$ cat config.mk
export PLATFORM = sky130hd
export DESIGN_NAME = otn_frame_builder
export DESIGN_NICKNAME = d
export VERILOG_FILES = /design/src/rtl/otn_bld_pkg.sv /design/src/rtl/otn_bld_pos.sv /design/src/rtl/otn_bld_fetch.sv /design/src/rtl/otn_bld_hdr.sv /design/src/rtl/otn_frame_builder.sv
export SDC_FILE = /design/constraint.sdc
export NUM_CORES = 1
export LEC_CHECK = 0
export BUFFER_PORTS_ARGS = -buffer_cell sky130_fd_sc_hd__buf_4
export CAP_MARGIN = 10
export CORE_UTILIZATION = 51
export DETAILED_ROUTE_END_ITERATION = 8
export GPL_ROUTABILITY_DRIVEN = 0
export PLACE_DENSITY = 0.81
export SYNTH_ARGS = -nofsm -noshare
export SYNTH_HDL_FRONTEND = slang
export SYNTH_HIERARCHICAL = 1
export SYNTH_SLANG_ARGS = --single-unit
$ cat constraint.sdc
create_clock -name clk -period 4.15 [get_ports clk]
set_input_delay 0.83 -clock clk [delete_from_list [all_inputs] [get_ports clk]]
set_output_delay 0.83 -clock clk [all_outputs]
set_load 0.005 [all_outputs]
$ cat src/rtl/otn_bld_pkg.sv
package otn_bld_pkg;

  localparam int unsigned OCT       = 8;
  localparam int unsigned WBYTES    = 6;
  localparam int unsigned WORD_W    = WBYTES * OCT;
  localparam int unsigned HDR_BYTES = 16;
  localparam int unsigned NROWS     = 4;
  localparam int unsigned NSRC      = 4;
  localparam int unsigned LEAD_W    = 2 * OCT;          // payload bytes in the header word
  localparam int unsigned TAIL_W    = WORD_W - LEAD_W;  // bytes carried to the next word
  localparam int unsigned MF_W      = 8;

  typedef enum logic [2:0] {
    RG_ALIGN,
    RG_HDR,
    RG_HDR_DAT,
    RG_DAT,
    RG_DAT_FEC,
    RG_FEC
  } region_e;

  typedef enum logic [3:0] {
    ST_WAIT,
    ST_ALIGN,
    ST_HDR,
    ST_HDR_DAT,
    ST_DAT0,
    ST_DAT1,
    ST_DAT2,
    ST_DAT3,
    ST_DAT_FEC,
    ST_FEC
  } bld_state_e;

  // Region of the row that a word index belongs to.
  function automatic region_e region_of(input int unsigned word,
                                        input int unsigned row,
                                        input int unsigned df_word);
    if (word == 0)            return (row == 0) ? RG_ALIGN : RG_HDR;
    else if (word == 1)       return RG_HDR;
    else if (word == 2)       return RG_HDR_DAT;
    else if (word < df_word)  return RG_DAT;
    else if (word == df_word) return RG_DAT_FEC;
    else                      return RG_FEC;
  endfunction

  // State seen from outside: the region, with data words split by source.
  function automatic bld_state_e state_of(input logic started,
                                          input region_e rg,
                                          input logic [1:0] sel);
    if (!started) return ST_WAIT;
    case (rg)
      RG_ALIGN:   return ST_ALIGN;
      RG_HDR:     return ST_HDR;
      RG_HDR_DAT: return ST_HDR_DAT;
      RG_DAT: begin
        case (sel)
          2'd0:    return ST_DAT0;
          2'd1:    return ST_DAT1;
          2'd2:    return ST_DAT2;
          default: return ST_DAT3;
        endcase
      end
      RG_DAT_FEC: return ST_DAT_FEC;
      default:    return ST_FEC;
    endcase
  endfunction

endpackage

$ cat src/rtl/otn_bld_pos.sv
module otn_bld_pos
  import otn_bld_pkg::*;
#(
  parameter int unsigned ROW_WORDS = 680,
  parameter int unsigned WCW       = 10
) (
  input  logic            clk,
  input  logic            rst_n,
  input  logic            adv,
  output logic [WCW-1:0]  word_cnt,
  output logic [1:0]      row_cnt,
  output logic [MF_W-1:0] mf_cnt,
  output logic            started,
  output logic            row_last,
  output logic            frame_last
);

  localparam logic [WCW-1:0] LAST_W   = WCW'(ROW_WORDS - 1);
  localparam logic [1:0]     LAST_ROW = 2'(NROWS - 1);

  assign row_last   = (word_cnt == LAST_W);
  assign frame_last = row_last && (row_cnt == LAST_ROW);

  always_ff @(posedge clk or negedge rst_n) begin
    if (!rst_n) begin
      word_cnt <= '0;
      row_cnt  <= '0;
      mf_cnt   <= '0;
      started  <= 1'b0;
    end else if (adv) begin
      started <= 1'b1;
      if (row_last) begin
        word_cnt <= '0;
        row_cnt  <= row_cnt + 2'd1;
        if (frame_last) mf_cnt <= mf_cnt + 1'b1;
      end else begin
        word_cnt <= word_cnt + 1'b1;
      end
    end
  end

endmodule

$ cat src/rtl/otn_bld_fetch.sv
module otn_bld_fetch
  import otn_bld_pkg::*;
(
  input  logic                        clk,
  input  logic                        rst_n,
  input  logic                        fetch,
  input  logic [1:0]                  sel,
  input  logic [NSRC-1:0][WORD_W-1:0] src_data,
  output logic [NSRC-1:0]             src_rd,
  output logic [WORD_W-1:0]           new_word,
  output logic [TAIL_W-1:0]           hold_q
);

  for (genvar g = 0; g < NSRC; g++) begin : g_rd
    assign src_rd[g] = fetch && (sel == 2'(g));
  end

  assign new_word = src_data[sel];

  // The tail of the word just read, sent out with the next word.
  always_ff @(posedge clk or negedge rst_n) begin
    if (!rst_n)     hold_q <= '0;
    else if (fetch) hold_q <= new_word[TAIL_W-1:0];
  end

endmodule

$ cat src/rtl/otn_bld_hdr.sv
module otn_bld_hdr
  import otn_bld_pkg::*;
#(
  parameter logic [WORD_W-1:0] FAW  = 48'hF6F6F6282828,
  parameter int unsigned       RC_W = 5
) (
  input  logic              clk,
  input  logic              rst_n,
  input  logic              latch,
  input  logic [RC_W-1:0]   route_in,
  input  logic [MF_W-1:0]   mf,
  input  region_e           rg,
  input  logic              word_is1,
  input  logic              row_is0,
  output logic [WORD_W-1:0] hdr_word
);

  logic [RC_W-1:0] route_q;

  always_ff @(posedge clk or negedge rst_n) begin
    if (!rst_n)     route_q <= '0;
    else if (latch) route_q <= route_in;
  end

  // Row 0, second word: multiframe byte, three monitoring bytes,
  // the routing byte, and one more zero byte.
  always_comb begin
    hdr_word = '0;
    case (rg)
      RG_ALIGN: hdr_word = FAW;
      RG_HDR:   if (word_is1 && row_is0)
                  hdr_word = {8'(mf), 24'h0, 8'(route_q), 8'h0};
      default:  hdr_word = '0;
    endcase
  end

endmodule

$ cat src/rtl/otn_frame_builder.sv
module otn_frame_builder
  import otn_bld_pkg::*;
#(
  parameter int unsigned       PAY_BYTES = 3808,
  parameter int unsigned       FEC_BYTES = 256,
  parameter int unsigned       RC_W      = 5,
  parameter logic [WORD_W-1:0] FAW       = 48'hF6F6F6282828
) (
  input  logic                        clk,
  input  logic                        rst_n,
  input  logic                        en,
  input  logic [RC_W-1:0]             route_code,
  input  logic [NSRC-1:0][WORD_W-1:0] src_data,
  output logic [NSRC-1:0]             src_rd,
  output logic [WORD_W-1:0]           frm_data,
  output logic                        frm_valid,
  output logic                        frm_sof,
  output logic                        frm_sod,
  output logic                        frm_eof
);

  // PAY_BYTES and FEC_BYTES must each be 4 mod 6.
  localparam int unsigned ROW_BYTES = HDR_BYTES + PAY_BYTES + FEC_BYTES;
  localparam int unsigned ROW_WORDS = ROW_BYTES / WBYTES;
  localparam int unsigned DF_WORD   = (HDR_BYTES + PAY_BYTES) / WBYTES;
  localparam int unsigned WCW       = $clog2(ROW_WORDS);

  logic [WCW-1:0]  word_cnt;
  logic [1:0]      row_cnt;
  logic [MF_W-1:0] mf_cnt;
  logic            started;
  logic            row_last;
  logic            frame_last;

  // Named events for the checker.
  region_e         rg;
  bld_state_e      cur_state;
  logic            fetch;
  logic            frame_done;
  logic [1:0]      sel;
  logic [WCW-1:0]  wm2;

  logic [WORD_W-1:0] new_word;
  logic [TAIL_W-1:0] hold_q;
  logic [WORD_W-1:0] hdr_word;
  logic [WORD_W-1:0] word_nxt;

  otn_bld_pos #(.ROW_WORDS(ROW_WORDS), .WCW(WCW)) u_pos (
    .clk        (clk),
    .rst_n      (rst_n),
    .adv        (en),
    .word_cnt   (word_cnt),
    .row_cnt    (row_cnt),
    .mf_cnt     (mf_cnt),
    .started    (started),
    .row_last   (row_last),
    .frame_last (frame_last)
  );

  assign rg         = region_of(32'(word_cnt), 32'(row_cnt), DF_WORD);
  assign wm2        = word_cnt - WCW'(2);
  assign sel        = wm2[1:0];
  assign fetch      = en && (rg == RG_HDR_DAT || rg == RG_DAT);
  assign frame_done = en && frame_last;
  assign cur_state  = state_of(started, rg, sel);

  otn_bld_fetch u_fetch (
    .clk      (clk),
    .rst_n    (rst_n),
    .fetch    (fetch),
    .sel      (sel),
    .src_data (src_data),
    .src_rd   (src_rd),
    .new_word (new_word),
    .hold_q   (hold_q)
  );

  otn_bld_hdr #(.FAW(FAW), .RC_W(RC_W)) u_hdr (
    .clk      (clk),
    .rst_n    (rst_n),
    .latch    (en && rg == RG_ALIGN),
    .route_in (route_code),
    .mf       (mf_cnt),
    .rg       (rg),
    .word_is1 (word_cnt == WCW'(1)),
    .row_is0  (row_cnt == 2'd0),
    .hdr_word (hdr_word)
  );

  // Join overhead, payload carried over from the last read, and zero FEC.
  always_comb begin
    case (rg)
      RG_ALIGN, RG_HDR: word_nxt = hdr_word;
      RG_HDR_DAT:       word_nxt = {hdr_word[WORD_W-1:LEAD_W], new_word[WORD_W-1 -: LEAD_W]};
      RG_DAT:           word_nxt = {hold_q, new_word[WORD_W-1 -: LEAD_W]};
      RG_DAT_FEC:       word_nxt = {hold_q[TAIL_W-1 -: LEAD_W], {TAIL_W{1'b0}}};
      default:          word_nxt = '0;
    endcase
  end

  always_ff @(posedge clk or negedge rst_n) begin
    if (!rst_n) begin
      frm_data  <= '0;
      frm_valid <= 1'b0;
      frm_sof   <= 1'b0;
      frm_sod   <= 1'b0;
      frm_eof   <= 1'b0;
    end else begin
      frm_valid <= en;
      frm_sof   <= en && (rg == RG_ALIGN);
      frm_sod   <= en && (rg == RG_HDR_DAT);
      frm_eof   <= frame_done;
      if (en) frm_data <= word_nxt;
    end
  end

endmodule

==> parameters.txt <==
Parameter                              Value

Power and ir drop
  Peak supply drop ... 0.288 mV
  Cell Pwr Density ... 489 mW/mm^2
  Leakage power figure ... 4.25 nW

Finish
  Final-stage net count ... 1,056
  Antenna fix cells ... 0
  Most common library cell in the layout ignoring fill and taps ... buf_4
  Number of fill cells ... 998
  Share of post-route cells with drive strength above 1 ... 0.381
  Most frequent cells in the layout ... buf_4, dfrtp_1, mux2i_1
  Layout Area Growth over Synthesis ... 30.2%

Min path
  Kind of path behind the tightest hold check ... in2async

STA
  Final Slew Violations ... 0
  Final Hold Viols ... 0
  Count of endpoints failing setup in the final report ... 0
  Fmax ... 292 MHz
  Final period util ... 0.827
  Worst-margin pin slew ... 0.944 ns
  Final critical-path required period ... 3.43 ns
  Smallest setup slack after layout ... 0.720 ns
  Unrepaired setup endpoints after global routing ... no
  Setup Skew ... 0.00959 ns
  Relative max-transition margin ... 0.368
  Sum of negative setup slack ... 0 ns

Synthesis
  Number of warnings issued by yosys ... 6
  Number of instances in the synthesized netlist ... 641
  Post-synthesis average cell area ... 10.4 sq um
  Area of the mapped netlist ... 0.00669 sq mm

Setup path
  End of the worst register-to-register path ... u_hdr/route_q[4]
  Beginning of the worst register-to-register path ... u_pos/word_cnt[5]
  Endpoint class of the critical path ... output pin
  Critical setup path kind ... reg2out
  Number of cells on the worst reg-to-reg path ... 6
  Critical path capture point ... src_rd[0]
  Crit path launch type ... flip-flop
  Reg2reg setup slack ... 1.05 ns
  Crit Path Max Fanout ... 34
  Arrival @ worst endpoint ... 2.60 ns
  Endpoint required time on the critical path ... 3.32 ns
  Beginning of the critical path ... u_pos/word_cnt[1]

Route
  Number of DRC violations after detailed-routing iteration 0 ... 250
  DRC ... 0
  Post-DRT Antenna Nets ... 0
  Via count of the routed design ... 5,608
  Mean number of vias per cell ... 5.44
  Total routed wirelength ... 17.3 mm
  First-pass detailed-route iteration total ... 4
  WL/cell ... 16.8 um

Global routing
  Layer with the highest usage ... met2
  First-pass GRT wire length ... 27.0 mm
  Total track usage ... 0.260
  GRT overflow ... 0
  Vias in the first global route ... 5,642
  Met1 GRT Util ... 0.316
  Maximum number of pins on one net before global-route repair ... 52
  Met3 demand-to-capacity share in global routing ... 0.0566
  GR Util met2 ... 0.450
  Antenna violations before repair ... 0

Clocking
  Clock tree root driver cell ... clkbuf_16
  Clock Sinks ... 109
  Cells resized by post-CTS repair ... 0
  H-Tree Level Count ... 3
  Clock buffer depth ... 2
  Post-CTS setup buffer count ... 0
  Clock buffer count from CTS ... 9
  Clock latency on the worst-skew pair ... 0.35 ns
  Hold-fix buffer count after cts ... 0
  Reg clk slew, reported paths ... 0.07 ns
  CTS tree ... yes

Placed design
  Post-placement setup slack ... 1.11 ns
  Total half-perimeter wirelength after legalization and detailed placement ... 12.9 mm
  Input/output buffers ... 255

Floorplanning
  Die outline height ... 117 um
  Boundary pin count ... 256
  Starting density of the core ... 0.526
  Width of the chip ... 117 um
  Placement Rows ... 41
  Die Outline Area ... 0.0136 sq mm
  Area of the core ... 0.0127 sq mm

Run status
  Status ... complete, no violations

Run
  Maximum capacitance violations ... 0
-- routing by layer --
layer,vias to the layer above,wire length [um]
li1,2680,-
met1,2669,6900
met2,234,8850
met3,25,1270
met4,0,303
met5,-,0
-- through the flow --
| stage | utilization | hold slack [ns] | std cells | power [mW] | cell area (sq um) |
|---|---|---|---|---|---|
| 2_1_floorplan | - | 0.442 | 658 | 2.79 | 6750 |
| 3_3_place_gp | 0.664 | 0.457 | 1014 | 3.42 | 8440 |
| 3_5_place_dp | 0.664 | 0.460 | 1014 | 3.49 | 8440 |
| 4_1_cts | 0.685 | 0.378 | 1030 | 4.29 | 8710 |
| 5_1_grt | 0.685 | 0.391 | 1030 | 4.54 | 8710 |
| 6_report | 0.685 | 0.372 | 1030 | 4.26 | 8710 |
-- worst min path at each step --
stage | from | to | slack (ns)
finish | rst_n | frm_data[12] | 0.37
global route | rst_n | frm_data[12] | 0.39
CTS | rst_n | frm_data[12] | 0.38
detailed placement | u_pos/mf_cnt[7] | u_pos/mf_cnt[7] | 0.46
global placement | u_fetch/hold_q[3] | frm_data[19] | 0.46
floorplan | u_pos/mf_cnt[7] | u_pos/mf_cnt[7] | 0.44
-- cell type report --
type / count / area (sq um) / area share
well taps: 172 / 215 / 0.0247
repair buffers: 269 / 2020 / 0.232
clock buffers: 12 / 246 / 0.0283
clock inverters: 4 / 23.8 / 0.00273
flip-flops and latches: 109 / 2730 / 0.313
inverters: 22 / 86.3 / 0.00991
multi-input cells: 442 / 3390 / 0.389
-- sequential cells by signal (all words and copies together) (netlist names) --
signal / flops
frm_data: 48
frm_eof: 1
frm_sod: 1
frm_sof: 1
frm_valid: 1
u_fetch/hold_q: 32
u_hdr/route_q: 5
u_pos/mf_cnt: 8
u_pos/row_cnt: 2
u_pos/word_cnt: 10
-- worst max-delay path: stages (launching register included) --
cell and delay (ns):
dfrtp_1 0.68, nor2_1 0.14, o41ai_2 0.23, buf_4 0.33, nor2_1 0.12, and2_1 0.17
buf_4 0.21, nand2b_1 0.16, nor2_1 0.06, buf_4 0.15
-- where the power goes --
| group | total, mW | internal (mW) | switching [mW] |
|---|---|---|---|
| clock | 0.793 | 0.422 | 0.371 |
| sequential | 1.69 | 1.42 | 0.268 |
| combinational | 1.78 | 0.949 | 0.829 |
| total | 4.26 | 2.79 | 1.47 |
Note: power is estimated with default switching activity, not from simulation.
